File: src/rtl/tmr_pkg.sv
// Shared types for the countdown timer.
// Assumes: nothing; holds no logic.
package tmr_pkg;
    // Operating mode held by the control register
    typedef enum logic {
        TMR_ONESHOT  = 1'b0,
        TMR_PERIODIC = 1'b1
    } tmr_mode_e;
endpackage

File: src/rtl/tmr_ctrl.sv
// Write decode, mode flag and reload interval register.
// Assumes: wcount/wmode are already split from the bus word; when RELOAD_EN
// is 0 the mode and interval are constant zero and synthesis drops them.
module tmr_ctrl
    import tmr_pkg::*;
#(
    parameter int CNT_W     = 24,
    parameter bit RELOAD_EN = 1'b1
) (
    input  logic             clk,
    input  logic             rst_n,
    input  logic             bus_stb,
    input  logic             bus_we,
    input  logic [CNT_W-1:0] wcount,
    input  logic             wmode,
    output logic             wr_o,
    output logic             auto_o,
    output logic [CNT_W-1:0] interval_o
);
    assign wr_o = bus_stb && bus_we;

    generate
        if (RELOAD_EN) begin : g_reload
            tmr_mode_e        mode_q;
            logic [CNT_W-1:0] ival_q;

            // Mode: periodic only when requested with a non-zero count
            always_ff @(posedge clk) begin
                if (!rst_n)
                    mode_q <= TMR_ONESHOT;
                else if (wr_o)
                    mode_q <= (wmode && (wcount != '0)) ? TMR_PERIODIC : TMR_ONESHOT;
            end

            // Interval: every write stores its count
            always_ff @(posedge clk) begin
                if (!rst_n)
                    ival_q <= '0;
                else if (wr_o)
                    ival_q <= wcount;
            end

            assign auto_o     = (mode_q == TMR_PERIODIC);
            assign interval_o = ival_q;


            periodic_needs_count_chk: assert property (@(posedge clk) disable iff (!rst_n)
                (wr_o && wmode && (wcount != '0)) |=> auto_o);

            oneshot_select_chk: assert property (@(posedge clk) disable iff (!rst_n)
                (wr_o && (!wmode || (wcount == '0))) |=> !auto_o);

            interval_nonzero_chk: assert property (@(posedge clk) disable iff (!rst_n)
                auto_o |-> (interval_o != '0));
        end else begin : g_oneshot
            assign auto_o     = 1'b0;
            assign interval_o = '0;
            logic unused_ctrl;
            assign unused_ctrl = wmode ^ (^wcount) ^ clk ^ rst_n;
        end
    endgenerate
endmodule

File: src/rtl/tmr_core.sv
// Countdown register, registered zero flag and interrupt pulse.
// Assumes: auto implies interval != 0 (guaranteed by tmr_ctrl); a write
// always wins over a count step in the same cycle.
module tmr_core #(
    parameter int CNT_W = 24
) (
    input  logic             clk,
    input  logic             rst_n,
    input  logic             cnt_en,
    input  logic             wr,
    input  logic [CNT_W-1:0] wcount,
    input  logic             auto,
    input  logic [CNT_W-1:0] interval,
    output logic [CNT_W-1:0] value_o,
    output logic             irq_o
);
    localparam logic [CNT_W-1:0] ONE = CNT_W'(1);

    logic [CNT_W-1:0] value_q;
    logic             zero_q;
    logic             irq_q;
    logic             running;
    logic             step;
    logic             at_one;

    assign running = !zero_q || auto;
    assign step    = cnt_en && running;
    assign at_one  = (value_q == ONE);

    // Counter: load on write, decrement or reload on an enabled step
    always_ff @(posedge clk) begin
        if (!rst_n)
            value_q <= '0;
        else if (wr)
            value_q <= wcount;
        else if (step)
            value_q <= zero_q ? interval : (value_q - ONE);
    end

    // Zero flag: predicted one step ahead so no wide compare sits on it
    always_ff @(posedge clk) begin
        if (!rst_n)
            zero_q <= 1'b1;
        else if (wr)
            zero_q <= (wcount == '0);
        else if (step)
            zero_q <= zero_q ? 1'b0 : at_one;
    end

    // Interrupt: one pulse on a counted 1-to-0 step not pre-empted by a write
    always_ff @(posedge clk) begin
        if (!rst_n)
            irq_q <= 1'b0;
        else
            irq_q <= !wr && cnt_en && at_one;
    end

    assign value_o = value_q;
    assign irq_o   = irq_q;


    zero_flag_match_chk: assert property (@(posedge clk) disable iff (!rst_n)
        zero_q == (value_q == '0));

    write_load_chk: assert property (@(posedge clk) disable iff (!rst_n)
        wr |=> (value_q == $past(wcount)));

    hold_without_en_chk: assert property (@(posedge clk) disable iff (!rst_n)
        (!cnt_en && !wr) |=> $stable(value_q));

    irq_cause_chk: assert property (@(posedge clk) disable iff (!rst_n)
        $rose(irq_o) |-> (value_q == '0));

    write_blocks_irq_chk: assert property (@(posedge clk) disable iff (!rst_n)
        wr |=> !irq_o);

    irq_single_chk: assert property (@(posedge clk) disable iff (!rst_n)
        irq_o |=> !irq_o);
endmodule

File: src/rtl/tmr_bus.sv
// Slave-side response: acknowledge, stall and read word assembly.
// Assumes: CNT_W <= DATA_W-2; the register is always readable, so no wait.
module tmr_bus #(
    parameter int CNT_W  = 24,
    parameter int DATA_W = 32
) (
    input  logic              clk,
    input  logic              rst_n,
    input  logic              bus_stb,
    input  logic              auto,
    input  logic [CNT_W-1:0]  value,
    output logic              bus_ack,
    output logic              bus_stall,
    output logic [DATA_W-1:0] bus_rdata
);
    localparam int PAD_W = DATA_W - 1 - CNT_W;

    logic ack_q;

    // Acknowledge: one cycle after every strobe
    always_ff @(posedge clk) begin
        if (!rst_n)
            ack_q <= 1'b0;
        else
            ack_q <= bus_stb;
    end

    assign bus_ack   = ack_q;
    assign bus_stall = 1'b0;
    assign bus_rdata = {auto, {PAD_W{1'b0}}, value};
endmodule

File: src/rtl/evt_timer.sv
// Top level: one-register countdown timer with optional periodic reload.
// Assumes: CNT_W <= DATA_W-2; bus bits between the count and the mode bit
// carry nothing and are dropped here.
module evt_timer #(
    parameter int CNT_W     = 24,
    parameter int DATA_W    = 32,
    parameter bit RELOAD_EN = 1'b1
) (
    input  logic              clk,
    input  logic              rst_n,
    input  logic              cnt_en,
    input  logic              bus_stb,
    input  logic              bus_we,
    input  logic [DATA_W-1:0] bus_wdata,
    output logic              bus_ack,
    output logic              bus_stall,
    output logic [DATA_W-1:0] bus_rdata,
    output logic              irq
);
    logic             wr;
    logic             auto;
    logic [CNT_W-1:0] interval;
    logic [CNT_W-1:0] value;
    logic             unused_wbits;

    assign unused_wbits = ^bus_wdata[DATA_W-2:CNT_W];

    tmr_ctrl #(.CNT_W(CNT_W), .RELOAD_EN(RELOAD_EN)) u_ctrl (
        .clk       (clk),
        .rst_n     (rst_n),
        .bus_stb   (bus_stb),
        .bus_we    (bus_we),
        .wcount    (bus_wdata[CNT_W-1:0]),
        .wmode     (bus_wdata[DATA_W-1]),
        .wr_o      (wr),
        .auto_o    (auto),
        .interval_o(interval)
    );

    tmr_core #(.CNT_W(CNT_W)) u_core (
        .clk     (clk),
        .rst_n   (rst_n),
        .cnt_en  (cnt_en),
        .wr      (wr),
        .wcount  (bus_wdata[CNT_W-1:0]),
        .auto    (auto),
        .interval(interval),
        .value_o (value),
        .irq_o   (irq)
    );

    tmr_bus #(.CNT_W(CNT_W), .DATA_W(DATA_W)) u_bus (
        .clk      (clk),
        .rst_n    (rst_n),
        .bus_stb  (bus_stb),
        .auto     (auto),
        .value    (value),
        .bus_ack  (bus_ack),
        .bus_stall(bus_stall),
        .bus_rdata(bus_rdata)
    );


    reset_idle_chk: assert property (@(posedge clk)
        !rst_n |=> (value == '0 && !auto && !irq && !bus_ack));

    read_no_change_chk: assert property (@(posedge clk) disable iff (!rst_n)
        (bus_stb && !bus_we && !cnt_en) |=> $stable(bus_rdata));
endmodule

File: config.mk
export PLATFORM = sky130hd
export DESIGN_NAME = evt_timer
export DESIGN_NICKNAME = d
export VERILOG_FILES = /design/src/rtl/tmr_pkg.sv /design/src/rtl/tmr_ctrl.sv /design/src/rtl/tmr_core.sv /design/src/rtl/tmr_bus.sv /design/src/rtl/evt_timer.sv
export SDC_FILE = /design/constraint.sdc
export NUM_CORES = 1
export LEC_CHECK = 0
export BUFFER_PORTS_ARGS = -buffer_cell sky130_fd_sc_hd__buf_4
export CAP_MARGIN = 10
export CORE_ASPECT_RATIO = 0.5
export CORE_UTILIZATION = 25
export CTS_CLUSTER_DIAMETER = 150
export DETAILED_ROUTE_END_ITERATION = 8
export PLACE_DENSITY = 0.4
export SLEW_MARGIN = 40
export SYNTH_ARGS = -nofsm -noshare
export SYNTH_HDL_FRONTEND = slang
export SYNTH_SLANG_ARGS = --single-unit
File: constraint.sdc
create_clock -name clk -period 2.2 [get_ports clk]
set_input_delay 0.44 -clock clk [delete_from_list [all_inputs] [get_ports clk]]
set_output_delay 0.44 -clock clk [all_outputs]
set_load 0.005 [all_outputs]
==> Word level (Yosys, flattened, before mapping) <==
Cells that the tools add are included.
{ "totals": {"regBits": 52, "input_bits": 37, "output_inout_bits": 35, "word_cells": 26} }
{ "op_classes": {"n_addsub": 1, "n_eq_ne": 1, "muxes": 7, "reduce_logical": 11} }
{ "op_table": {"columns": ["cell", "n"], "rows": [
  ["$mux 24", 3],
  ["$eq 24x1->1 const B", 1],
  ["$logic_not 24->1", 1],
  ["$reduce_bool 24->1", 1],
  ["$sub 24x1->24 const B", 1],
  ["$logic_and 1x1->1", 5],
  ["$mux 1", 4],
  ["$logic_not 1->1", 2],
  ["$reduce_bool 2->1", 1],
  ["$logic_or 1x1->1", 1]
]} }

==> Logic depth before layout (Yosys ltp) <==
Gate-level depths: netlist (run 1).
{ "depth": {"word_depth": 5, "ltp_mapped": 7, "ltp_nobuf": 7} }

==> Hierarchy <==
A second synthesis (run 1) with hierarchy kept.
{ "unflattened": {"cells_unflattened": 425, "hier_area_um2": 3293.2} }
{ "by_module_without_submodules": {"columns": ["mod", "n_inst", "cells_per_inst", "area_per_inst_um2", "seq_area_each_um2"], "rows": [
  ["tmr_core", 1, 273, 1961.9, 520.5],
  ["tmr_ctrl", 1, 116, 1053.5, 500.5],
  ["tmr_bus", 1, 36, 277.8, 20.0]
]} }

==> Worst setup path before layout (run 1) <==
Ideal clock, no wire load.
{ "synth_timing": {"path_type": "register -> register", "startpoint": "reg u_core.value_q[0], in the netlist u_core.value_o[0]", "endpoint": "reg u_core.value_q[18], in the netlist u_core.value_o[18]", "setup_time_ns": 0.120, "arrival_time_ns": 1.828, "required_ns": 2.080, "setup_slack_ns": 0.252, "path_stages_with_launch": 8, "n_path_buf": 0, "period_less_slack_ns": 1.948, "cell_sequence": "dfxtp_1 inv_1 ha_1 or4b_4 nand4b_4 o21ai_1 a21boi_1 o31a_1"} }
{ "synth_between": {"elab_chain_cells": 4} }
{ "synth_lines": {"columns": ["element", "line", "text"], "rows": [
  ["from (decl)", "tmr_core.sv:19", "logic [CNT_W-1:0] value_q;"],
  ["from (signal assigned)", "tmr_core.sv:35", "value_q <= wcount;"],
  ["from (signal assigned)", "tmr_core.sv:37", "value_q <= zero_q ? interval : (value_q - ONE);"],
  ["$sub 24x1->24", "tmr_core.sv:37", null],
  ["$mux 24", "tmr_core.sv:37", null],
  ["$mux 24", "tmr_core.sv:36", "else if (step)"],
  ["$mux 24", "tmr_core.sv:34", "else if (wr)"]
]} }
Every way passes these cells. The select of a mux whose other input is x is not followed.
A chain may end at the register's enable or synchronous reset.

==> Worst setup path after layout (run 1) <==
{ "layout_timing": {"startpoint": "reg u_core.value_q[5], in the netlist u_core.value_o[5]", "endpoint": "reg u_core.value_q[19], in the netlist u_core.value_o[19]"} }
Same word-level chain as after synthesis.

==> flow_summary.json, run 1 <==
{
  "place.gp.congestion": 0.7804,
  "skew_ps": 4.847,
  "die_height_um": 79.43,
  "fin_total_pwr_w": 0.002895,
  "power_density_mw_per_mm2": 745.2,
  "drt_iter0_markers": 255,
  "fin_crit_ps": 1984,
  "worstPathRequired_ps": 2390,
  "arrival_ps": 2170,
  "cts_tree": "done",
  "critPathKind": "reg -> reg",
  "core_mm2": 0.01132,
  "synth_seq_area_share": 0.3472,
  "fin_crit_sh": 0.9020,
  "setup_violations": 0,
  "cts_hold_buf": 0,
  "hp-class": "in -> reg",
  "grt_first_pass_wirelength_um": 17900,
  "via_per_inst": 5.082,
  "crit_family": "simple AND/OR/NAND/NOR gates",
  "tns_ps": 0,
  "crit_cells": 5,
  "num_rows": 27,
  "yosys_warnings": 0,
  "cp_max_fo": 9,
  "cts_root_buf": "clkbuf_16",
  "diodes": 0,
  "slowest_delay_ps": 430,
  "rrSetupSlack_ps": 220,
  "cp-startpoint": "u_core.value_o[5]",
  "ys_seq_elements": 52,
  "clk_path_buf_depth": 2,
  "cts.sinks": 52,
  "initial_core_util": 0.2649,
  "synth_cell_types": 59,
  "grt_pass1_vias": 3048,
  "netlist_area_mm2": 0.002998,
  "worstMarginPinSlew_ps": 602.2,
  "place.port_buffers": 56,
  "die_area_mm2": 0.01246,
  "finish.net_count": 504,
  "r2r-start": "u_core.value_o[5]",
  "synth_edf_count": 0,
  "numCtsBuffers": 5,
  "endpoint": "u_core.value_o[19]",
  "synth_cells": 402,
  "end_kind": "flop",
  "layout-drive-gt1-share": 0.2296,
  "worst-path-buf-inv": 0,
  "leakagePower_nw": 1.533,
  "path_clk_slew_ps": 70,
  "synth_area_leader_cell": "dfxtp_1",
  "dpl.hpwl_um": 8115,
  "async_flop_share": 0,
  "worstHoldPathCells": 3,
  "worstSkewPairLatency_ps": 300,
  "avgSynthCellArea_um2": 7.457,
  "antenna_found_initial": 0,
  "grt.overflow.total": 0,
  "h-tree-depth": 2,
  "syn_to_final_growth_pct": 29.59,
  "drv_slew": 0,
  "yosysMostFrequentCell": "nand2_1",
  "first_pass_iters": 4,
  "crit_slowest_cell": "nor4_2",
  "dr_total_vias": 3176,
  "wl_um": 11310,
  "wl_per_cell_um": 18.09,
  "fin_ws_ps": 215.6,
  "rsz0062_at_grt": "no",
  "max_clock_freq_ghz": 0.5039,
  "synth_top_area_share": 0.3472,
  "synth_flop_cell": "dfxtp_1",
  "ant_nets": 0,
  "grt_max_degree": 45,
  "cts_setup_buffers": 0,
  "finish.utilization": 0.3433,
  "r2r_cells": 5,
  "ys_top_cells_by_area": "dfxtp_1 35%, nand2_1 10%, a21oi_1 8.7%",
  "relSlewSlack": 0.5955,
  "cts_resized": 0,
  "outcome": "finished, final reports clean",
  "hold_viol": 0,
  "drc_errors": 0,
  "start_kind": "flop",
  "vdd_drop_max_mv": 0.2825,
  "place_ws_ps": 233.9,
  "pin_count": 72,
  "r2r_end": "u_core.value_o[19]",
  "synthTopCellsByCount": "80 x nand2_1, 52 x a21oi_1, 52 x dfxtp_1, 24 x o21ai_0, 23 x clkbuf_1",
  "drv_cap": 0,
  "fp.dieW_um": 156.9,
  "grtUsageTotal": 0.1931,
  "crit_path_cell_trace": "nor4_2, nand3_2, or3_1, o41ai_1, o21ai_1"
}
[worst reg2reg max path: cells and delay by family, from the launching register on]
| family | cells | cell delay [ps] |
|---|---|---|
| AO/OA/AOI/OAI | 2 | 390 |
| AND/OR/NAND/NOR | 3 | 1080 |
| flip-flops | 1 | 410 |
[how the worst min path moves through the flow]
stage                           from                    end  slack, ps
5_1_grt                bus_wdata[31]          u_ctrl.auto_o        390
6_report               bus_wdata[31]          u_ctrl.auto_o        390
3_5_place_dp   u_ctrl.interval_o[11]  u_ctrl.interval_o[11]        450
2_1_floorplan   u_ctrl.interval_o[4]   u_ctrl.interval_o[4]        430
4_1_cts                bus_wdata[14]     u_core.value_o[14]        390
3_3_place_gp   u_ctrl.interval_o[11]  u_ctrl.interval_o[11]        440
[cells by family (layout without fill, tap and decap cells)]
group                    count (synthesis)  after routing  share of synthesized area
AO/OA/AOI/OAI                          138            138                     0.2851
XOR/XNOR                                 4              4                    0.01169
adder cells (fa/ha/maj)                  2              2                   0.008346
buffers and inverters                   44            101                    0.06719
flip-flops                              52             52                     0.3472
multiplexers                             3              3                    0.01043
other                                    1              8                   0.001251
AND/OR/NAND/NOR                        158            158                     0.2688
[power breakdown]
group | internal (W) | leakage, nW | switching, W | total (W)
logic | 0.000360 | 1.02 | 0.000460 | 0.000820
clock network | 0.000601 | 0.0901 | 0.000396 | 0.000997
registers | 0.00101 | 0.426 | 0.0000725 | 0.00108
total | 0.00197 | 1.53 | 0.000928 | 0.00289
[state kept, by name, summed over array words and instances, names as in the netlist]
register,flops
u_core.value_o,24
u_ctrl.interval_o,24
u_bus.bus_ack,1
u_core.zero_q,1
u_ctrl.auto_o,1
u_core.irq_o,1
[layout by cell type (no fill, tap or decap), types with 4 or more instances in the layout]
cell type  instances
a21oi_1           52
a221oi_1           6
a31oi_1            8
and3_1             6
buf_4             84
clkbuf_16          5
conb_1             8
dfxtp_1           52
inv_1              7
nand2_1           80
nand3_1           13
nor2_1            13
nor3_1            11
nor4_1             9
o21ai_0           24
o21ai_1           10
o41ai_1            4
[cell type report]
| class | instances | area [um2] |
|---|---|---|
| well taps | 159 | 198.9 |
| inverters | 8 | 30.03 |
| multi-input cells | 313 | 1782 |
| flip-flops and latches | 52 | 1041 |
| repair buffers | 85 | 650.6 |
| fillers | 1226 | 7432 |
| clock inverters | 1 | 30.03 |
| clock buffers | 7 | 152.6 |
[layer usage]
layer | wire length [um] | vias up | track usage
met2 | 4406 | 89 | 0.2698
li1 | - | 1575 | -
met1 | 6025 | 1507 | 0.2934
met3 | 794 | 5 | 0.04235
met5 | 0 | - | 0
met4 | 78 | 0 | 0.04314
[through the flow]
stage                     cells  hold WS (ps)  cell area, um2
final                       625         391.5            3885
after CTS                   625         393.7            3885
after detailed placement    617         445.8            3702
after global placement      617         442.4            3702
after floorplan             409         431.9            3024
after global routing        625         389.0            3885
No activity file was read; power rests on OpenSTA's default activity.
==> run 2: changes to the inputs <==
--- a/config.mk
+++ b/config.mk
@@ -9,10 +9,11 @@
 export CAP_MARGIN = 10
 export CORE_ASPECT_RATIO = 0.5
-export CORE_UTILIZATION = 25
+export CORE_UTILIZATION = 40
 export CTS_CLUSTER_DIAMETER = 150
 export DETAILED_ROUTE_END_ITERATION = 8
-export PLACE_DENSITY = 0.4
+export PLACE_DENSITY = 0.59
 export SLEW_MARGIN = 40
 export SYNTH_ARGS = -nofsm -noshare
 export SYNTH_HDL_FRONTEND = slang
+export SYNTH_HIERARCHICAL = 1
 export SYNTH_SLANG_ARGS = --single-unit
==> constraint.sdc (replaced) <==
create_clock -name clk -period 2.2 [get_ports clk]
set_input_delay 0.33 -clock clk [delete_from_list [all_inputs] [get_ports clk]]
set_output_delay 0.33 -clock clk [all_outputs]
set_load 0.005 [all_outputs]
==> flow_summary.json, run 2 <==
{
  "power_density_mw_per_mm2": 670.5,
  "numCtsBuffers": 5,
  "core_mm2": 0.007652,
  "drt_iter0_markers": 422,
  "cts_root_buf": "clkbuf_16",
  "clk_path_buf_depth": 2,
  "hp-start": "bus_stb",
  "holdPathEnd": "u_bus/bus_ack",
  "relSlewSlack": 0.5387,
  "first_pass_iters": 7,
  "avgSynthCellArea_um2": 7.749,
  "setup_violations": 0,
  "synth_cell_types": 63,
  "hp-class": "in -> reg",
  "antenna_found_initial": 0,
  "worstSkewPairLatency_ps": 300,
  "ys_top_cells_by_area": "dfxtp_1 32%, nand2_1 8.8%, buf_4 7.5%",
  "grt_first_pass_wirelength_um": 16420,
  "yosysMostFrequentCell": "nand2_1",
  "grt_max_degree": 32,
  "start_kind": "flop",
  "grt_pass1_vias": 3100,
  "fp.dieW_um": 130.3,
  "synth_flop_cell": "dfxtp_1",
  "synth_cells": 425,
  "cts_hold_buf": 0,
  "finish.utilization": 0.5123,
  "max_clock_freq_ghz": 0.4610,
  "drc_errors": 0,
  "worstHoldPathCells": 2,
  "num_rows": 22,
  "synthTopCellsByCount": "77 x nand2_1, 52 x dfxtp_1, 33 x buf_4, 21 x o21ai_0",
  "rsz0062_at_grt": "no",
  "cp_max_fo": 8,
  "pin_count": 72,
  "yosys_warnings": 6,
  "place.gp.congestion": 0.9126,
  "initial_core_util": 0.4303,
  "vdd_drop_max_mv": 0.3510,
  "wl_um": 10500,
  "async_flop_share": 0,
  "diodes": 0,
  "skew_ps": 4.286,
  "dpl.hpwl_um": 7588,
  "outcome": "finished, final reports clean",
  "ant_nets": 0,
  "path_clk_slew_ps": 70,
  "synth_edf_count": 0,
  "die_area_mm2": 0.008622,
  "synth_area_leader_cell": "dfxtp_1",
  "fin_crit_ps": 2169,
  "wl_per_cell_um": 18.20,
  "worstMarginPinSlew_ps": 690.3,
  "via_per_inst": 5.832,
  "r2r_cells": 5,
  "syn_to_final_growth_pct": 19.03,
  "tns_ps": 0,
  "layout-drive-gt1-share": 0.2708,
  "arrival_ps": 2340,
  "grtUsageTotal": 0.2568,
  "netlist_area_mm2": 0.003293,
  "synth_seq_area_share": 0.3161,
  "r2r-start": "u_core/value_o[8]",
  "fin_crit_sh": 0.9859,
  "dr_total_vias": 3365,
  "finish.net_count": 507,
  "die_height_um": 66.16,
  "leakagePower_nw": 1.524,
  "rrSetupSlack_ps": 30,
  "hold_viol": 0,
  "cts.sinks": 52,
  "critPathKind": "reg -> reg",
  "mostFrequentLayoutCells": "84 x buf_4, 77 x nand2_1, 50 x dfxtp_1",
  "whs_ps": 281.7,
  "grt.overflow.total": 0,
  "h-tree-depth": 2,
  "drv_slew": 0,
  "synth_top_area_share": 0.3161,
  "r2r_end": "u_core/value_o[18]",
  "worstPathRequired_ps": 2370,
  "final_common_cell": "buf_4",
  "ys_seq_elements": 52,
  "cts_tree": "done",
  "drv_cap": 0,
  "end_kind": "flop",
  "place.port_buffers": 56
}
==> run 2: cell count changes after synthesis, moves of 4 or more <==
cell	change
a21boi_2	+9
buf_4	+24
a31oi_1	-5
o41ai_1	-4
nand2b_1	+4
nor4_1	+8
a21boi_1	+8
a21oi_1	-32
nand2_2	+9
o21ai_1	-9
nor2_1	+7
clkbuf_1	-7
o211ai_1	+4
==> run 2: timing repair <==
action                                  4_1_cts  5_1_grt
resized for setup                             0       11
buffers inserted                              0        1
endpoints found under the setup margin        0        5
==> run 2: logic make-up after synthesis <==
logic type | count (synthesis) | synth area share
AO/OA/AOI/OAI | 113 | 0.2470
XOR/XNOR | 9 | 0.02394
adder cells (fa/ha/maj) | 2 | 0.007598
buffers and inverters | 64 | 0.1212
flip-flops | 52 | 0.3161
multiplexers | 4 | 0.01216
other | 1 | 0.001139
AND/OR/NAND/NOR | 180 | 0.2709
==> run 2: critical path, cell delays in order, from the launching register on <==
cell	delay (ps)
dfxtp_1	310
or4_4	570
or4_4	630
o21a_1	210
o31ai_1	230
nand3_1	110
==> run 2: where the power goes <==
part / internal, W / switching [W] / leakage, nW / total, W
sequential: 0.00101 / 0.0000558 / 0.428 / 0.00106
clock: 0.000455 / 0.000353 / 0.0712 / 0.000808
combinational: 0.000337 / 0.000422 / 1.03 / 0.000759
==> run 2: area by class of cell <==
| cell class | count | area [um2] |
|---|---|---|
| fillers | 761 | 3732 |
| multi-input cells | 316 | 1926 |
| repair buffers | 84 | 630.6 |
| inverters | 9 | 38.79 |
| well taps | 108 | 135.1 |
| flip-flops and latches | 52 | 1044 |
| clock buffers | 8 | 146.4 |
==> run 2: worst max-delay path by stage <==
stage / slack [ps] / start / endpoint
finish: 30 / u_core/value_o[8] / u_core/value_o[18]
global route: 6 / u_core/value_o[1] / u_core/value_o[18]
CTS: 20 / u_core/value_o[1] / u_core/value_o[16]
detailed placement: 40 / u_core/value_o[1] / u_core/value_o[16]
global placement: 100 / u_core/value_o[1] / u_core/value_o[18]
floorplan: 10 / u_core/value_o[0] / u_core/value_o[18]
==> run 2: layer usage <==
metal	GRT usage	up-vias	routed length, um
met5	0	-	0
met4	0.07558	0	107
met3	0.05987	11	937
met2	0.3923	165	4597
met1	0.3568	1611	4859
li1	-	1578	-
==> run 2: metrics by stage <==
stage / power (W) / area [um2] / setup slack [ps] / std cells
floorplan: 0.001544 / 3323 / 12.16 / 432
global placement: 0.001790 / 3721 / 101.9 / 568
detailed placement: 0.001801 / 3721 / 35.19 / 568
CTS: 0.002601 / 3867 / 19.81 / 576
global route: 0.002758 / 3920 / 6.423 / 577
finish: 0.002628 / 3920 / 30.98 / 577
==> run 3: changes to the inputs <==
--- a/config.mk
+++ b/config.mk
@@ -13,4 +13,5 @@
 export DETAILED_ROUTE_END_ITERATION = 8
 export PLACE_DENSITY = 0.59
+export RECOVER_POWER = 25
 export SLEW_MARGIN = 40
 export SYNTH_ARGS = -nofsm -noshare
==> constraint.sdc (replaced) <==
create_clock -name clk -period 2.2 [get_ports clk]
set_input_delay 0.22 -clock clk [delete_from_list [all_inputs] [get_ports clk]]
set_output_delay 0.22 -clock clk [all_outputs]
set_load 0.005 [all_outputs]
==> flow_summary.json, run 3 (synthesis results as in run 2) <==
{
  "pwr-share-comb": 0.283,
  "critPathKind": "reg -> reg",
  "numCtsBuffers": 5,
  "outcome": "finished, final reports clean",
  "worstSkewPairLatency_ps": 300,
  "final_common_cell": "buf_4",
  "cp-startpoint": "u_core/value_o[1]",
  "fin_crit_ps": 2121,
  "fin_crit_sh": 0.9642,
  "clockPowerShare": 0.310,
  "worstPathRequired_ps": 2380,
  "crit_cells": 7,
  "r2r_cells": 7,
  "wl_um": 10580,
  "hold_viol": 0,
  "grtUsageTotal": 0.2583,
  "fp.dieW_um": 130.3,
  "initial_core_util": 0.4303,
  "arrival_ps": 2310,
  "cp_max_fo": 8,
  "fin_ws_ps": 78.73,
  "cts_root_buf": "clkbuf_16",
  "drc_errors": 0,
  "dr_total_vias": 3376,
  "fin_total_pwr_w": 0.002604,
  "fin_cells": 575,
  "grt_first_pass_wirelength_um": 16530,
  "place_ws_ps": 87.23,
  "vdd_drop_max_mv": 0.3353,
  "wl_per_cell_um": 18.40,
  "power.share.switching": 0.3153,
  "leakagePower_nw": 1.500,
  "core_mm2": 0.007652,
  "relSlewSlack": 0.4019,
  "skew_ps": 6.007,
  "grt_max_degree": 48,
  "first_pass_iters": 5,
  "grt.overflow.total": 0,
  "rsz0062_at_grt": "no",
  "endpoint": "u_core/value_o[16]",
  "finish.net_count": 505,
  "layout-drive-gt1-share": 0.2334,
  "die_height_um": 66.16,
  "cts_hold_buf": 0,
  "diodes": 0,
  "num_rows": 22,
  "antenna_found_initial": 0,
  "worstMarginPinSlew_ps": 897.2,
  "setup_violations": 0,
  "mostFrequentLayoutCells": "81 x buf_4, 77 x nand2_1, 52 x dfxtp_1",
  "pin_count": 72,
  "p_seq_frac": 0.407,
  "r2r_end": "u_core/value_o[16]",
  "whs_ps": 172.7,
  "slowest_delay_ps": 500,
  "intPower_w": 0.001783,
  "dpl.hpwl_um": 7556,
  "cts_resized": 0,
  "cts_setup_buffers": 0,
  "worst-path-buf-inv": 1,
  "power_density_mw_per_mm2": 678.0,
  "place.port_buffers": 56,
  "syn_to_final_growth_pct": 16.64,
  "crit_path_cell_trace": "inv_1, ha_1, or4b_4, or4_4, o31a_1, nor3_1, o22ai_1",
  "dp_cells": 567,
  "max_clock_freq_ghz": 0.4714,
  "rrSetupSlack_ps": 80,
  "die_area_mm2": 0.008622,
  "cts.sinks": 52,
  "crit_slowest_cell": "or4_4",
  "path_clk_slew_ps": 70,
  "switching_power_w": 0.0008210,
  "grt_pass1_vias": 3130,
  "ant_nets": 0,
  "r2r-start": "u_core/value_o[1]",
  "via_per_inst": 5.871,
  "hp-class": "in -> reg",
  "clk_path_buf_depth": 2,
  "tns_ps": 0,
  "place.gp.congestion": 0.9004,
  "drt_iter0_markers": 306,
  "drv_cap": 0,
  "end_kind": "flop",
  "cts_tree": "done",
  "fillers": 789,
  "crit_family": "simple AND/OR/NAND/NOR gates",
  "drv_slew": 0,
  "h-tree-depth": 2,
  "start_kind": "flop"
}
[run 3: cell count changes in the layout (fill, tap and decap cells not counted), sizes merged]
cell	before	now
buf	84	81
clkbuf	8	9
[run 3: worst min path at each step]
stage          cells after the start                 start  slack (ps)                    to
6_report                           2               bus_stb         170         u_bus/bus_ack
5_1_grt                            2               bus_stb         180         u_bus/bus_ack
4_1_cts                            2               bus_stb         170         u_bus/bus_ack
3_5_place_dp                       2  u_ctrl/interval_o[2]         450  u_ctrl/interval_o[2]
3_3_place_gp                       2  u_ctrl/interval_o[6]         440  u_ctrl/interval_o[6]
2_1_floorplan                      1               bus_stb         340         u_bus/bus_ack
[run 3: stage by stage]
step / utilization / instance area (um2)
finish: 0.5020 / 3841
global route: 0.5020 / 3841
CTS: 0.5044 / 3860
detailed placement: 0.4853 / 3714
global placement: 0.4853 / 3714
floorplan: - / 3323
[run 3: cell type report]
type,count,area (um2),share of cell area
timing repair buffer,82,613.1,0.1596
multi-input combinational,316,1867,0.4860
clock buffer,8,146.4,0.03811
tap,108,135.1,0.03518
inverter,9,38.79,0.01010
sequential,52,1041,0.2710
[run 3: power by group through the flow]
stage / sequential, W / clock [W] / combinational [W]
2_1_floorplan: 0.00108 / 0 / 0.000465
3_3_place_gp: 0.00108 / 0 / 0.000715
3_5_place_dp: 0.00108 / 0 / 0.000723
4_1_cts: 0.00106 / 0.000828 / 0.000725
5_1_grt: 0.00107 / 0.000860 / 0.000799
6_report: 0.00106 / 0.000807 / 0.000738
[run 3: per-layer routing]
metal	track usage	share of wire	vias to the layer above
met2	0.3863	0.43	156
met4	0.08140	0.015	0
met3	0.05016	0.082	16
met5	0	0	-
met1	0.3694	0.47	1636
li1	-	-	1568
